[src/rtl/rlc_pkg.sv]
package rlc_pkg;

    typedef enum logic [1:0] {
        ST_IDLE  = 2'd0,
        ST_FETCH = 2'd1,
        ST_WAIT  = 2'd2
    } rlc_state_e;

endpackage

[src/rtl/rlc_line_store.sv]
module rlc_line_store #(
    parameter int TAG_W  = 4,
    parameter int IDX_W  = 2,
    parameter int OFF_W  = 2,
    parameter int BYTE_W = 8
) (
    input  logic                          clk,
    input  logic                          rst_n,
    input  logic [IDX_W-1:0]              lk_idx,
    input  logic [TAG_W-1:0]              lk_tag,
    input  logic [OFF_W-1:0]              lk_off,
    output logic                          lk_hit,
    output logic [BYTE_W-1:0]             lk_byte,
    input  logic                          fill_en,
    input  logic [IDX_W-1:0]              fill_idx,
    input  logic [TAG_W-1:0]              fill_tag,
    input  logic [(BYTE_W<<OFF_W)-1:0]    fill_line
);

    localparam int ENTRIES = 1 << IDX_W;
    localparam int LINE_W  = BYTE_W << OFF_W;

    typedef struct packed {
        logic [ENTRIES-1:0]             valid;
        logic [ENTRIES-1:0][TAG_W-1:0]  tag;
        logic [ENTRIES-1:0][LINE_W-1:0] data;
    } store_t;

    store_t st_d, st_q;
    logic [ENTRIES-1:0] entry_match;
    logic [LINE_W-1:0]  sel_line;

    for (genvar e = 0; e < ENTRIES; e++) begin : g_entry
        assign entry_match[e] = st_q.valid[e] && (st_q.tag[e] == lk_tag);
    end

    always_comb begin
        st_d     = st_q;
        lk_hit   = entry_match[lk_idx];
        sel_line = st_q.data[lk_idx];
        lk_byte  = sel_line[lk_off*BYTE_W +: BYTE_W];
        if (fill_en) begin
            st_d.valid[fill_idx] = 1'b1;
            st_d.tag[fill_idx]   = fill_tag;
            st_d.data[fill_idx]  = fill_line;
        end
    end

    always_ff @(posedge clk) begin
        if (!rst_n) st_q <= '0;
        else        st_q <= st_d;
    end

    // a fill leaves its entry valid with the fill tag and data
    assert_fill_loads_entry_R7: assert property (@(posedge clk) disable iff (!rst_n)
        fill_en |=> (st_q.valid[$past(fill_idx)]
                     && st_q.tag[$past(fill_idx)] == $past(fill_tag)
                     && st_q.data[$past(fill_idx)] == $past(fill_line)));

endmodule

[src/rtl/rlc_ctrl.sv]
module rlc_ctrl
    import rlc_pkg::*;
#(
    parameter int ADDR_W   = 8,
    parameter int OFF_W    = 2,
    parameter int BYTE_W   = 8,
    parameter int MISS_LAT = 10
) (
    input  logic                     clk,
    input  logic                     rst_n,
    input  logic                     req_valid,
    input  logic [ADDR_W-1:0]        req_addr,
    output logic [ADDR_W-1:0]        lk_addr,
    input  logic                     lk_hit,
    input  logic [BYTE_W-1:0]        lk_byte,
    output logic                     fill_en,
    output logic                     mem_rd_en,
    output logic [ADDR_W-OFF_W-1:0]  mem_rd_addr,
    output logic                     rsp_ready,
    output logic [BYTE_W-1:0]        rsp_data,
    output logic                     acc_evt,
    output logic                     hit_evt
);

    localparam int CNT_W = $clog2(MISS_LAT + 1);

    typedef struct packed {
        rlc_state_e         state;
        logic [ADDR_W-1:0]  addr;
        logic [CNT_W-1:0]   cnt;
        logic               ready;
        logic [BYTE_W-1:0]  data;
    } ctrl_t;

    ctrl_t c_d, c_q;

    always_comb begin
        c_d       = c_q;
        c_d.ready = 1'b0;
        acc_evt   = 1'b0;
        hit_evt   = 1'b0;
        lk_addr   = (c_q.state == ST_IDLE) ? req_addr : c_q.addr;
        case (c_q.state)
            ST_IDLE: begin
                if (req_valid) begin
                    acc_evt  = 1'b1;
                    c_d.addr = req_addr;
                    if (lk_hit) begin
                        hit_evt   = 1'b1;
                        c_d.ready = 1'b1;
                        c_d.data  = lk_byte;
                    end else begin
                        c_d.state = ST_FETCH;
                    end
                end
            end
            ST_FETCH: begin
                c_d.cnt   = CNT_W'(MISS_LAT - 2);
                c_d.state = ST_WAIT;
            end
            ST_WAIT: begin
                if (c_q.cnt == CNT_W'(1)) begin
                    c_d.ready = 1'b1;
                    c_d.data  = lk_byte;
                    c_d.state = ST_IDLE;
                end else begin
                    c_d.cnt = c_q.cnt - CNT_W'(1);
                end
            end
            default: c_d.state = ST_IDLE;
        endcase
    end

    always_ff @(posedge clk) begin
        if (!rst_n) c_q <= '{state: ST_IDLE, default: '0};
        else        c_q <= c_d;
    end

    assign fill_en     = (c_q.state == ST_FETCH);
    assign mem_rd_en   = (c_q.state == ST_FETCH);
    assign mem_rd_addr = c_q.addr[ADDR_W-1:OFF_W];
    assign rsp_ready   = c_q.ready;
    assign rsp_data    = c_q.data;

    initial begin
        assert_latency_param_R5: assert (MISS_LAT >= 3);
    end

    // an accepted miss starts a memory read in the following cycle
    assert_rd_after_miss_R4: assert property (@(posedge clk) disable iff (!rst_n)
        (c_q.state == ST_IDLE && req_valid && !lk_hit) |=> mem_rd_en);

    // the read strobe lasts one cycle
    assert_rd_single_R4: assert property (@(posedge clk) disable iff (!rst_n)
        mem_rd_en |=> !mem_rd_en);

    // a hit never touches the backing memory
    assert_no_rd_on_hit_R3: assert property (@(posedge clk) disable iff (!rst_n)
        (c_q.state == ST_IDLE && req_valid && lk_hit) |=> (!mem_rd_en && rsp_ready));

    // no response while the line is being fetched
    assert_no_ready_in_fetch_R5: assert property (@(posedge clk) disable iff (!rst_n)
        mem_rd_en |-> !rsp_ready);

    // strobes during a miss are not counted
    assert_busy_ignored_R8: assert property (@(posedge clk) disable iff (!rst_n)
        (c_q.state != ST_IDLE) |-> !acc_evt);

endmodule

[src/rtl/rlc_stats.sv]
module rlc_stats #(
    parameter int CNT_W = 16
) (
    input  logic             clk,
    input  logic             rst_n,
    input  logic             acc_evt,
    input  logic             hit_evt,
    output logic [CNT_W-1:0] access_count,
    output logic [CNT_W-1:0] hit_count
);

    typedef struct packed {
        logic [CNT_W-1:0] acc;
        logic [CNT_W-1:0] hit;
    } stats_t;

    stats_t s_d, s_q;

    always_comb begin
        s_d = s_q;
        if (acc_evt)            s_d.acc = s_q.acc + CNT_W'(1);
        if (acc_evt && hit_evt) s_d.hit = s_q.hit + CNT_W'(1);
    end

    always_ff @(posedge clk) begin
        if (!rst_n) s_q <= '0;
        else        s_q <= s_d;
    end

    assign access_count = s_q.acc;
    assign hit_count    = s_q.hit;

    // the hit count moves only together with the access count
    assert_hit_with_access_R9: assert property (@(posedge clk) disable iff (!rst_n)
        !$stable(hit_count) |-> !$stable(access_count));

endmodule

[src/rtl/ro_line_cache.sv]
module ro_line_cache #(
    parameter int ADDR_W   = 8,
    parameter int IDX_W    = 2,
    parameter int OFF_W    = 2,
    parameter int BYTE_W   = 8,
    parameter int MISS_LAT = 10,
    parameter int CNT_W    = 16
) (
    input  logic                            clk,
    input  logic                            rst_n,
    input  logic                            req_valid,
    input  logic [ADDR_W-1:0]               req_addr,
    output logic                            rsp_ready,
    output logic [BYTE_W-1:0]               rsp_data,
    output logic                            mem_rd_en,
    output logic [ADDR_W-OFF_W-1:0]         mem_rd_addr,
    input  logic [(BYTE_W<<OFF_W)-1:0]      mem_rd_data,
    output logic [CNT_W-1:0]                access_count,
    output logic [CNT_W-1:0]                hit_count
);

    localparam int TAG_W = ADDR_W - IDX_W - OFF_W;

    logic [ADDR_W-1:0] lk_addr;
    logic              lk_hit;
    logic [BYTE_W-1:0] lk_byte;
    logic              fill_en;
    logic              acc_evt;
    logic              hit_evt;

    rlc_ctrl #(
        .ADDR_W(ADDR_W), .OFF_W(OFF_W), .BYTE_W(BYTE_W), .MISS_LAT(MISS_LAT)
    ) ctrl_i (
        .clk(clk), .rst_n(rst_n),
        .req_valid(req_valid), .req_addr(req_addr),
        .lk_addr(lk_addr), .lk_hit(lk_hit), .lk_byte(lk_byte),
        .fill_en(fill_en), .mem_rd_en(mem_rd_en), .mem_rd_addr(mem_rd_addr),
        .rsp_ready(rsp_ready), .rsp_data(rsp_data),
        .acc_evt(acc_evt), .hit_evt(hit_evt)
    );

    rlc_line_store #(
        .TAG_W(TAG_W), .IDX_W(IDX_W), .OFF_W(OFF_W), .BYTE_W(BYTE_W)
    ) store_i (
        .clk(clk), .rst_n(rst_n),
        .lk_idx(lk_addr[OFF_W +: IDX_W]),
        .lk_tag(lk_addr[ADDR_W-1 -: TAG_W]),
        .lk_off(lk_addr[OFF_W-1:0]),
        .lk_hit(lk_hit), .lk_byte(lk_byte),
        .fill_en(fill_en),
        .fill_idx(lk_addr[OFF_W +: IDX_W]),
        .fill_tag(lk_addr[ADDR_W-1 -: TAG_W]),
        .fill_line(mem_rd_data)
    );

    rlc_stats #(.CNT_W(CNT_W)) stats_i (
        .clk(clk), .rst_n(rst_n),
        .acc_evt(acc_evt), .hit_evt(hit_evt),
        .access_count(access_count), .hit_count(hit_count)
    );

endmodule

[config.mk]
export PLATFORM = sky130hd
export DESIGN_NAME = ro_line_cache
export DESIGN_NICKNAME = d
export VERILOG_FILES = /design/src/rtl/rlc_pkg.sv /design/src/rtl/rlc_line_store.sv /design/src/rtl/rlc_ctrl.sv /design/src/rtl/rlc_stats.sv /design/src/rtl/ro_line_cache.sv
export SDC_FILE = /design/constraint.sdc
export NUM_CORES = 1
export LEC_CHECK = 0
export BUFFER_PORTS_ARGS = -buffer_cell sky130_fd_sc_hd__buf_2
export CORE_MARGIN = 4
export CORE_UTILIZATION = 55
export DETAILED_ROUTE_END_ITERATION = 6
export PLACE_DENSITY = 0.84
export REMOVE_ABC_BUFFERS = 1
export SETUP_SLACK_MARGIN = 0.15
export SLEW_MARGIN = 20
export SYNTH_ARGS = -nofsm -noshare
export SYNTH_HDL_FRONTEND = slang
export SYNTH_HIERARCHICAL = 1
export SYNTH_SLANG_ARGS = --single-unit
[constraint.sdc]
create_clock -name clk -period 3.6 [get_ports clk]
set_input_delay 0.54 -clock clk [delete_from_list [all_inputs] [get_ports clk]]
set_output_delay 0.54 -clock clk [all_outputs]
set_load 0.005 [all_outputs]
==> qor.yml, run 1 <==
status: "finished, final reports clean"
clkSinkCount: 203
worstPathRequired_ps: 4040
slowest_stage: "mux2_2"
p_leak_nw: 4.14
slew_viol_final: 0
antenna_found_initial: 0
syn_inst: 1025
clock_latency_ps: 510
synth_top_family_by_area: "simple AND/OR/NAND/NOR gates"
hold_class: "in -> reg"
n_antenna_cell: 0
die_y_um: 139
muxShareOfSynthArea_pct: 11.5
postRouteAntennaNets: 0
synth.avg_cell_area_um2: 9.21
yosysUniqueCellTypes: 59
synth_top_cell_by_area: "dfxtp_1"
layout.nets: 1127
rows: 47
ys_warn_count: 6
drc_errors: 0
synth-seq-cells: 203
crit_type: "reg -> reg"
power_density_nw_per_um2: 492
grt_setup_unrepaired: "false"
setup_ws_ps: 360
ys_seq_area_share_pct: 43.0
grt_max_degree: 83
cp_max_fo: 9
r2r_cells: 12
hold_ws_ps: 299
pre_cts_ws_ps: 153
regArea_um2: 4060
htreeDepth: 1
synthTopCellsByArea: "dfxtp_1 (43%), nand2_1 (13%), a21boi_0 (11%)"
synthXorXnorAreaFrac_pct: 3.25
worstPathCellList: "nor2_4, mux2_2, xnor2_1, nand3_1, nor4_1, a211oi_1, a31oi_2, and2_2, nand3_2, nor4_4, nor3b_2, mux2i_1"
finalCriticalPeriod_ps: 3240
synth-compound-area-share_pct: 14.7
vias_per_cell: 5.62
start_kind: "flip-flop"
drt-total-wl_mm: 22.1
core_um2: 16700
synthAdderAreaFrac_pct: 0.530
setup_viol_count_final: 0
cts_buffers: 23
io_pins: 91
clock_skew_ps: 8.28
grt_pass1_wl_mm: 35.6
synthSimpleGateAreaFrac_pct: 21.4
hpwl_mm: 13.5
final_core_util_pct: 64.1
fmax_mhz: 309
drv_cap: 0
clock_path_buffers: 3
gp_congestion: 0.824
hold_depth: 3
synth_edf_count: 0
vias: 7401
fin_crit_sh_pct: 90.0
drt_iter0_markers: 470
initial_utilization_pct: 56.6
drive_gt1_share_pct: 18.2
worstMarginPinSlew_ps: 1020
die_width_um: 139
ys_dominant_reg_cell: "dfxtp_1"
grt_pass1_vias: 7155
synth-async-reset-ratio_pct: 0
hold_viol_final: 0
slew-limit-headroom_pct: 31.9
ir_drop_mv: 0.427
netlist_area_um2: 9450
clk_pin_slew_ps: 60
finalPower_mw: 5.27
wl_per_cell_um: 16.7
fillerInstances: 1297
tns_ps: 0
cts_tree: "built"
multi_input_area_um2: 4870
area_delta_synth_final_pct: 13.4
place.port_buffers: 90
die_area_um2: 19300
netlist.area_leader.share_pct: 43.0
clock-root-buffer: "clkbuf_16"
crit_path_end_kind: "flip-flop"
worstPathArrival_ps: 3680
detail_route.first_pass.iterations: 5
cpPeakStageDelay_ps: 460
grt_overflow: 0
track_usage_pct: 21.8
[sequential cells by signal, summed over array words and instances, names as in the netlist]
register and flops:
ctrl_i/mem_rd_addr 6, ctrl_i/rsp_data 8, ctrl_i/rsp_ready 1, ctrl_i/c_q 8, stats_i/hit_count 16, store_i/st_q 148, stats_i/access_count 16
[what timing repair did]
| item | 4_1_cts | 5_1_grt |
|---|---|---|
| setup buffers | 0 | 2 |
| pin swaps | 0 | 1 |
| gates resized for setup | 1 | 2 |
| endpoints found under the setup margin | 1 | 5 |
| hold buffers | 0 | 0 |
[metrics by stage]
step,cell area (µm²),std cells
2_1_floorplan,8960,941
3_3_place_gp,9880,1273
3_5_place_dp,9880,1273
4_1_cts,10700,1315
5_1_grt,10700,1317
6_report,10700,1317
[cell usage after synthesis (3+ instances only)]
| master | number |
|---|---|
| a21boi_0 | 137 |
| a21boi_1 | 14 |
| a22oi_1 | 16 |
| and2_1 | 25 |
| buf_2 | 29 |
| buf_4 | 19 |
| buf_6 | 4 |
| clkbuf_1 | 29 |
| dfxtp_1 | 203 |
| ha_1 | 4 |
| inv_1 | 12 |
| mux2_2 | 8 |
| mux2i_1 | 22 |
| mux4_1 | 14 |
| mux4_2 | 17 |
| nand2_1 | 331 |
| nand2b_1 | 5 |
| nand3_1 | 11 |
| nand4_1 | 7 |
| nor2_1 | 3 |
| nor2b_1 | 11 |
| nor3_1 | 11 |
| nor3b_4 | 3 |
| nor4_1 | 6 |
| o21a_1 | 4 |
| o21ai_0 | 4 |
| or3_1 | 4 |
| xnor2_1 | 13 |
| xor2_1 | 22 |
[per-layer routing]
layer,up-vias,wire [µm],GRT usage [%]
li1,3574,-,-
met1,3533,9730,29.7
met2,259,10500,36.4
met3,35,1420,3.38
met4,0,414,5.66
met5,-,0,0
[cell usage in the layout (no fill, tap or decap), drive strengths merged, types with 5 or more instances in the layout]
master,n
and2,25
a21boi,151
mux2,8
nor3b,5
buf,114
inv,14
nor3,11
clkbuf,32
mux4,32
nand3,13
clkinv,5
nor4,8
nor2b,12
xnor2,13
xor2,22
a22oi,17
nor2,5
nand2b,6
dfxtp,203
nand4,9
mux2i,22
nand2,331
[area by class of cell]
cell class	count	area share, %
clock buffer	32	6.34
clock inverter	10	1.10
inverter	12	0.421
multi-input combinational	726	45.5
sequential	203	38.0
tap	220	2.57
timing repair buffer	114	6.15
[kinds of logic (layout without fill, tap and decap cells)]
logic type / after synthesis / count (layout)
simple gates: 440 / 440
flops: 203 / 203
compound gates: 185 / 185
buf+inv: 96 / 168
mux: 62 / 62
xor+xnor: 35 / 35
fa+ha+maj: 4 / 4
[final timing paths]
path                                              startpoint                                 end  slack [ps]
worst min-delay path                          mem_rd_data[2]        store_i/st_q[2]$_SDFFE_PN0P_         300
worst max-delay path             ctrl_i/c_q[21]$_SDFFE_PN0P_  stats_i/hit_count[15]$_SDFFE_PN0P_         360
worst max register to register   ctrl_i/c_q[21]$_SDFFE_PN0P_  stats_i/hit_count[15]$_SDFFE_PN0P_         360
worst min register to register  store_i/st_q[5]$_SDFFE_PN0P_        store_i/st_q[5]$_SDFFE_PN0P_         450
[report_power, final]
group	internal [mW]	switching (mW)	total, mW
Sequential	2.31	0.0419	2.35
Combinational	0.220	0.311	0.532
Clock	1.47	0.924	2.39
[worst max-delay path: cells and delay by family, from the launching register on]
family          cells  cell delay (ps)
flops               1              420
compound gates      2              340
mux                 2              650
simple gates        7             1570
xor+xnor            1              200
(Power assumes the default switching activity.)
==> run 2: changes to the inputs <==
--- a/config.mk
+++ b/config.mk
@@ -9,7 +9,9 @@
 export CORE_MARGIN = 4
 export CORE_UTILIZATION = 55
 export DETAILED_ROUTE_END_ITERATION = 6
+export MAX_ROUTING_LAYER = met4
 export PLACE_DENSITY = 0.84
+export RECOVER_POWER = 25
 export REMOVE_ABC_BUFFERS = 1
 export SETUP_SLACK_MARGIN = 0.15
 export SLEW_MARGIN = 20
==> run 2 against run 1 <==
Compared with the run above: maximum frequency is 1.5% lower; worst hold slack is essentially flat; clock power is essentially flat; core utilization decreased by 0.31 points; sequential power barely moved; setup slack got worse by 49 ps; final area decreased by 0.49%; critical path type unchanged.
==> qor.yml, run 2 (same netlist as run 1, synthesis figures left out) <==
layout_commonest_cell: "nand2_1"
worstPathCellList: "nor2_4, mux2_2, xnor2_1, nand3_1, nor4_1, a211oi_1, a31oi_2, and2_2, nand3_2, nor4_4, nor3b_2, mux2i_1"
reg2reg_to: "stats_i/hit_count[15]$_SDFFE_PN0P_"
crit_path_end_kind: "flip-flop"
clock_path_buffers: 3  # unchanged
slew_viol_final: 0  # unchanged
power_density_nw_per_um2: 495  # +0.46%
grt_max_degree: 83  # unchanged
postRouteAntennaNets: 0  # unchanged
mostFrequentLayoutCells: "nand2_1 (331), dfxtp_1 (203), a21boi_0 (137), buf_2 (64), clkbuf_1 (28)"
htreeDepth: 1  # unchanged
worstPathRequired_ps: 4030  # about the same
io_pins: 91  # unchanged
slew-limit-headroom_pct: 10.5  # -21 points
setup_viol_count_final: 0  # unchanged
hpwl_mm: 13.5  # unchanged
tns_ps: 0  # unchanged
status: "finished, final reports clean"
grt_setup_unrepaired: "false"
finalNonFillerCells: 1317  # unchanged
antenna_found_initial: 0  # unchanged
clk_pin_slew_ps: 60  # about the same
r2r_slack_ps: 310  # -50 ps
slowest_stage: "mux2_2"
core_um2: 16700  # unchanged
hold_viol_final: 0  # unchanged
cp_max_fo: 9  # unchanged
clock-root-buffer: "clkbuf_16"
die_area_um2: 19300  # unchanged
drt_iter0_markers: 502  # +6.8%
ir_drop_mv: 0.431  # +1.0%
drt-total-wl_mm: 22.1  # about the same
crit_start: "ctrl_i/c_q[21]$_SDFFE_PN0P_"
place.port_buffers: 90  # unchanged
top_register: "store_i/st_q"
cts_tree: "built"
area_delta_synth_final_pct: 12.8
fmax_mhz: 304  # -1.5%
initial_utilization_pct: 56.6  # unchanged
clkSinkCount: 203  # unchanged
detail_route.first_pass.iterations: 5  # unchanged
largest_reg_flops: 148  # unchanged
endpoint: "stats_i/hit_count[15]$_SDFFE_PN0P_"
track_usage_pct: 22.4  # +0.64 points
multi_input_area_um2: 4860  # -0.23%
r2r_start: "ctrl_i/c_q[21]$_SDFFE_PN0P_"
regArea_um2: 4060  # unchanged
clock_skew_ps: 9.53  # +1.24 ps
crit_type: "reg -> reg"
n_antenna_cell: 0  # unchanged
grt_pass1_vias: 7162  # +0.098%
vias_per_cell: 5.64  # +0.38%
worstPathArrival_ps: 3720  # +40 ps
drive_gt1_share_pct: 15.7  # -2.6 points
dp.cells: 1273  # unchanged
vias: 7429  # +0.38%
die_y_um: 139  # unchanged
drc_errors: 0  # unchanged
fin_crit_sh_pct: 91.4  # +1.4 points
cpPeakStageDelay_ps: 460  # about the same
grt_pass1_wl_mm: 35.6  # about the same
drv_cap: 0  # unchanged
wl_per_cell_um: 16.8  # about the same
start_kind: "flip-flop"
clock_latency_ps: 510  # about the same
fillerInstances: 1319  # +1.7%
die_width_um: 139  # unchanged
gp_congestion: 0.836  # +1.5%
postCtsHoldBufs: 0  # unchanged
cts_buffers: 23  # unchanged
finalCriticalPeriod_ps: 3290  # +49.1 ps
r2r_cells: 12  # unchanged
layout.nets: 1127  # unchanged
grt_overflow: 0  # unchanged
worstMarginPinSlew_ps: 1340  # +322 ps
hold_ws_ps: 299  # +0.355 ps
rows: 47  # unchanged
hold_class: "in -> reg"
p_leak_nw: 4.02  # -3.0%
run 2: changes by cell type in the layout (fill, tap and decap cells not counted):
cell / before / now
and2_0: 0 / 2
and2_1: 24 / 22
buf_1: 0 / 1
buf_2: 89 / 64
buf_4: 23 / 20
clkbuf_1: 2 / 28
clkbuf_2: 0 / 1
nor3b_1: 0 / 1
nor3b_4: 3 / 2
run 2: per-stage QoR:
stage          total power, mW  area (µm²)  worst slack (ps)  utilization [%]
6_report                  5.27       10700               311             63.8
5_1_grt                   5.44       10700               109             63.8
4_1_cts                   5.30       10700               214             64.0
3_5_place_dp              2.91        9880               153             59.2
3_3_place_gp              2.90        9880               260             59.2
2_1_floorplan             2.70        8960               308                -
run 2: layout make-up:
type	instances	share of cell area, %
Inverter	12	0.423
Tap cell	220	2.58
Clock buffer	32	6.38
Timing Repair Buffer	114	5.79
Multi-Input combinational cell	726	45.6
Clock inverter	10	1.10
Sequential cell	203	38.1
run 2: where the power goes:
part           switching [mW]  internal (mW)  leakage (nW)  total [mW]
clock                   0.924           1.47         0.394        2.39
combinational           0.313          0.218          1.98       0.531
sequential             0.0410           2.31          1.64        2.35
total                    1.28           3.99          4.02        5.27
run 2: worst min-delay path by stage:
| stage | startpoint | to | slack, ps | cells past startpoint |
|---|---|---|---|---|
| final | mem_rd_data[2] | store_i/st_q[2]$_SDFFE_PN0P_ | 300 | 3 |
| after global placement | store_i/st_q[2]$_SDFFE_PN0P_ | store_i/st_q[2]$_SDFFE_PN0P_ | 440 | 2 |
| after floorplan | store_i/st_q[12]$_SDFFE_PN0P_ | store_i/st_q[12]$_SDFFE_PN0P_ | 430 | 2 |
| after detailed placement | store_i/st_q[13]$_SDFFE_PN0P_ | store_i/st_q[13]$_SDFFE_PN0P_ | 450 | 2 |
| after CTS | mem_rd_data[2] | store_i/st_q[2]$_SDFFE_PN0P_ | 280 | 3 |
| after global routing | mem_rd_data[6] | store_i/st_q[6]$_SDFFE_PN0P_ | 310 | 3 |
run 2: routing by layer:
metal | GRT usage (%) | part of all wire (%)
met4 | 5.66 | 1.8
met2 | 36.5 | 48
met1 | 29.6 | 44
met5 | - | 0
met3 | 3.34 | 6.7
run 2: critical path: cells and delay by family (launching register included):
family | cells | cell delay [ps]
AO/OA/AOI/OAI | 2 | 350
multiplexers | 2 | 650
AND/OR/NAND/NOR | 7 | 1620
flip-flops | 1 | 400
XOR/XNOR | 1 | 200
run 2: repair_timing:
action,CTS,global route
gates resized for setup,1,2
endpoints found under the setup margin,1,5
setup buffers,0,2
pin swaps,0,1
==> run 3: changes to the inputs <==
--- a/config.mk
+++ b/config.mk
@@ -6,6 +6,7 @@
 export NUM_CORES = 1
 export LEC_CHECK = 0
 export BUFFER_PORTS_ARGS = -buffer_cell sky130_fd_sc_hd__buf_2
+export CORE_ASPECT_RATIO = 0.5
 export CORE_MARGIN = 4
 export CORE_UTILIZATION = 55
 export DETAILED_ROUTE_END_ITERATION = 6
==> constraint.sdc (replaced) <==
create_clock -name clk -period 3.6 [get_ports clk]
set_input_delay 0.54 -clock clk [delete_from_list [all_inputs] [get_ports clk]]
set_output_delay 0.54 -clock clk [all_outputs]
set_load 0.05 [all_outputs]
==> run 3 against run 2 <==
Compared with the run above: global-route usage up 0.86 points; clock power down 19%; setup slack worse by 19 ps; via count up 0.17%; die area up 0.66%; core utilization down 1.0 points; cell count about the same; final area down 2.2%; routed wire length up 1.9%; combinational power up 5.8%; clock skew up 4.9 ps; count of clock-buffer cells in the layout down 4; critical path type unchanged; largest power group is now sequential cells; highest routed layer unchanged.
==> qor.yml, run 3 (same netlist as run 1, synthesis figures left out) <==
grt_max_degree: 94  # +13%
clock_latency_ps: 480  # -30 ps
detail_route.first_pass.iterations: 5  # unchanged
layout.nets: 1123  # -0.35%
finalCriticalPeriod_ps: 3310  # +18.6 ps
area_delta_synth_final_pct: 10.3
crit_start: "ctrl_i/c_q[22]$_SDFFE_PN0P_"
crit_type: "reg -> reg"
p_leak_nw: 3.83  # -4.7%
clk_pin_slew_ps: 70  # about the same
cts_buffers: 19  # -17%
clock_path_buffers: 3  # unchanged
postRouteAntennaNets: 0  # unchanged
cts_resized: 0  # -1
rows: 33  # -30%
vias: 7442  # +0.17%
slew-limit-headroom_pct: 14.0  # +3.5 points
gp_congestion: 0.852  # +2.0%
grt_pass1_vias: 7484  # +4.5%
track_usage_pct: 23.3  # +0.86 points
cpPeakStageDelay_ps: 470  # about the same
drive_gt1_share_pct: 12.8  # -2.9 points
htreeDepth: 1  # unchanged
clock_skew_ps: 14.4  # +4.92 ps
start_kind: "flip-flop"
drt_iter0_markers: 550  # +9.6%
cp_max_fo: 9  # unchanged
setup_ws_ps: 292  # -18.6 ps
die_y_um: 101  # -28%
worstPathRequired_ps: 4000  # -30 ps
finalPower_mw: 4.85  # -8.1%
top_register: "store_i/st_q"
hold_depth: 3  # unchanged
cts_setup_buffers: 0  # unchanged
core_um2: 16600  # -0.61%
r2r_start: "ctrl_i/c_q[22]$_SDFFE_PN0P_"
clock-root-buffer: "clkbuf_16"
initial_utilization_pct: 56.9  # +0.35 points
tns_ps: 0  # unchanged
drv_cap: 0  # unchanged
largest_reg_flops: 148  # unchanged
vias_per_cell: 5.66  # +0.25%
drt-total-wl_mm: 22.5  # +1.9%
worst-path-buf-inv: 0  # unchanged
postCtsHoldBufs: 0  # unchanged
slew_viol_final: 0  # unchanged
worstMarginPinSlew_ps: 1290  # -52.0 ps
mostFrequentLayoutCells: "nand2_1 (331), dfxtp_1 (203), a21boi_0 (137), clkbuf_1 (52), buf_2 (44)"
setup_viol_count_final: 0  # unchanged
cts_tree: "built"
cp.depth: 11  # -1
hold_viol_final: 0  # unchanged
wl_per_cell_um: 17.1  # +2.0%
fillerInstances: 1356  # +2.8%
io_pins: 91  # unchanged
slowest_stage: "mux2_2"
fmax_mhz: 302  # -0.56%
worstPathCellList: "nor2_4, mux2_2, xor2_1, nor3_1, nand4_1, a31oi_2, and2_2, nand3_2, nor4_4, nor3b_2, mux2i_1"
worstPathArrival_ps: 3710  # about the same
place.port_buffers: 90  # unchanged
crit_path_end_kind: "flip-flop"
clkSinkCount: 203  # unchanged
ir_drop_mv: 0.338  # -22%
pre_cts_ws_ps: 190  # +37.6 ps
grt_setup_unrepaired: "false"
cpLargestDelayFamily: "simple AND/OR/NAND/NOR gates"
status: "finished, final reports clean"
antenna_found_initial: 1  # +1
hp-start: "mem_rd_data[15]"
grt_overflow: 0  # unchanged
hpwl_mm: 14.6  # +8.3%
die_area_um2: 19500  # +0.66%
drc_errors: 0  # unchanged
grt_pass1_wl_mm: 36.8  # +3.6%
layout_commonest_cell: "nand2_1"
die_width_um: 193  # +39%
fin_crit_sh_pct: 91.9  # +0.52 points
hold_class: "in -> reg"
r2r_cells: 11  # -1
power_density_nw_per_um2: 465  # -6.0%
==> run 3: report_power, final <==
part           total (mW)  internal, mW  switching [mW]
Combinational       0.562         0.209           0.354
Clock                1.94          1.13           0.813
Sequential           2.34          2.30          0.0376
Total                4.85          3.64            1.20
==> run 3: layout make-up <==
cell class	instances	area (µm²)	share of cell area (%)
clock buffer	28	549	5.27
timing repair buffer	114	582	5.58
clock inverter	5	50.0	0.480
sequential	203	4060	39.0
tap	227	284	2.73
multi-input combinational	726	4850	46.5
inverter	12	45.0	0.432
antenna	1	2.50	0.0240
==> run 3: path summary, 6_finish.rpt <==
kind                                                           end  slack (ps)
worst min-delay path                 store_i/st_q[15]$_SDFFE_PN0P_         330
worst max register to register  stats_i/hit_count[15]$_SDFFE_PN0P_         290
worst min register to register       store_i/st_q[13]$_SDFFE_PN0P_         450
worst max-delay path            stats_i/hit_count[15]$_SDFFE_PN0P_         290
==> run 3: worst reg2reg max path, stage by stage, from the launching register on <==
cell	delay (ps)
dfxtp_1	330
nor2_4	240
mux2_2	470
xor2_1	180
nor3_1	240
nand4_1	150
a31oi_2	300
and2_2	280
nand3_2	170
nor4_4	460
nor3b_2	240
mux2i_1	180
==> run 3: through the flow <==
stage / instances / util, % / cell area, µm² / hold WS (ps)
2_1_floorplan: 941 / - / 8960 / 431
3_3_place_gp: 1282 / 59.6 / 9890 / 438
3_5_place_dp: 1282 / 59.6 / 9890 / 443
4_1_cts: 1315 / 63.2 / 10500 / 317
5_1_grt: 1316 / 62.8 / 10400 / 320
6_report: 1316 / 62.8 / 10400 / 327
==> run 3: layer usage <==
metal,track usage (%),vias to the layer above,share of wire [%]
met2,39.7,256,49
met1,29.2,3584,43
li1,-,3567,-
met3,3.61,35,6.3
met4,6.91,0,2.1
met5,-,-,0
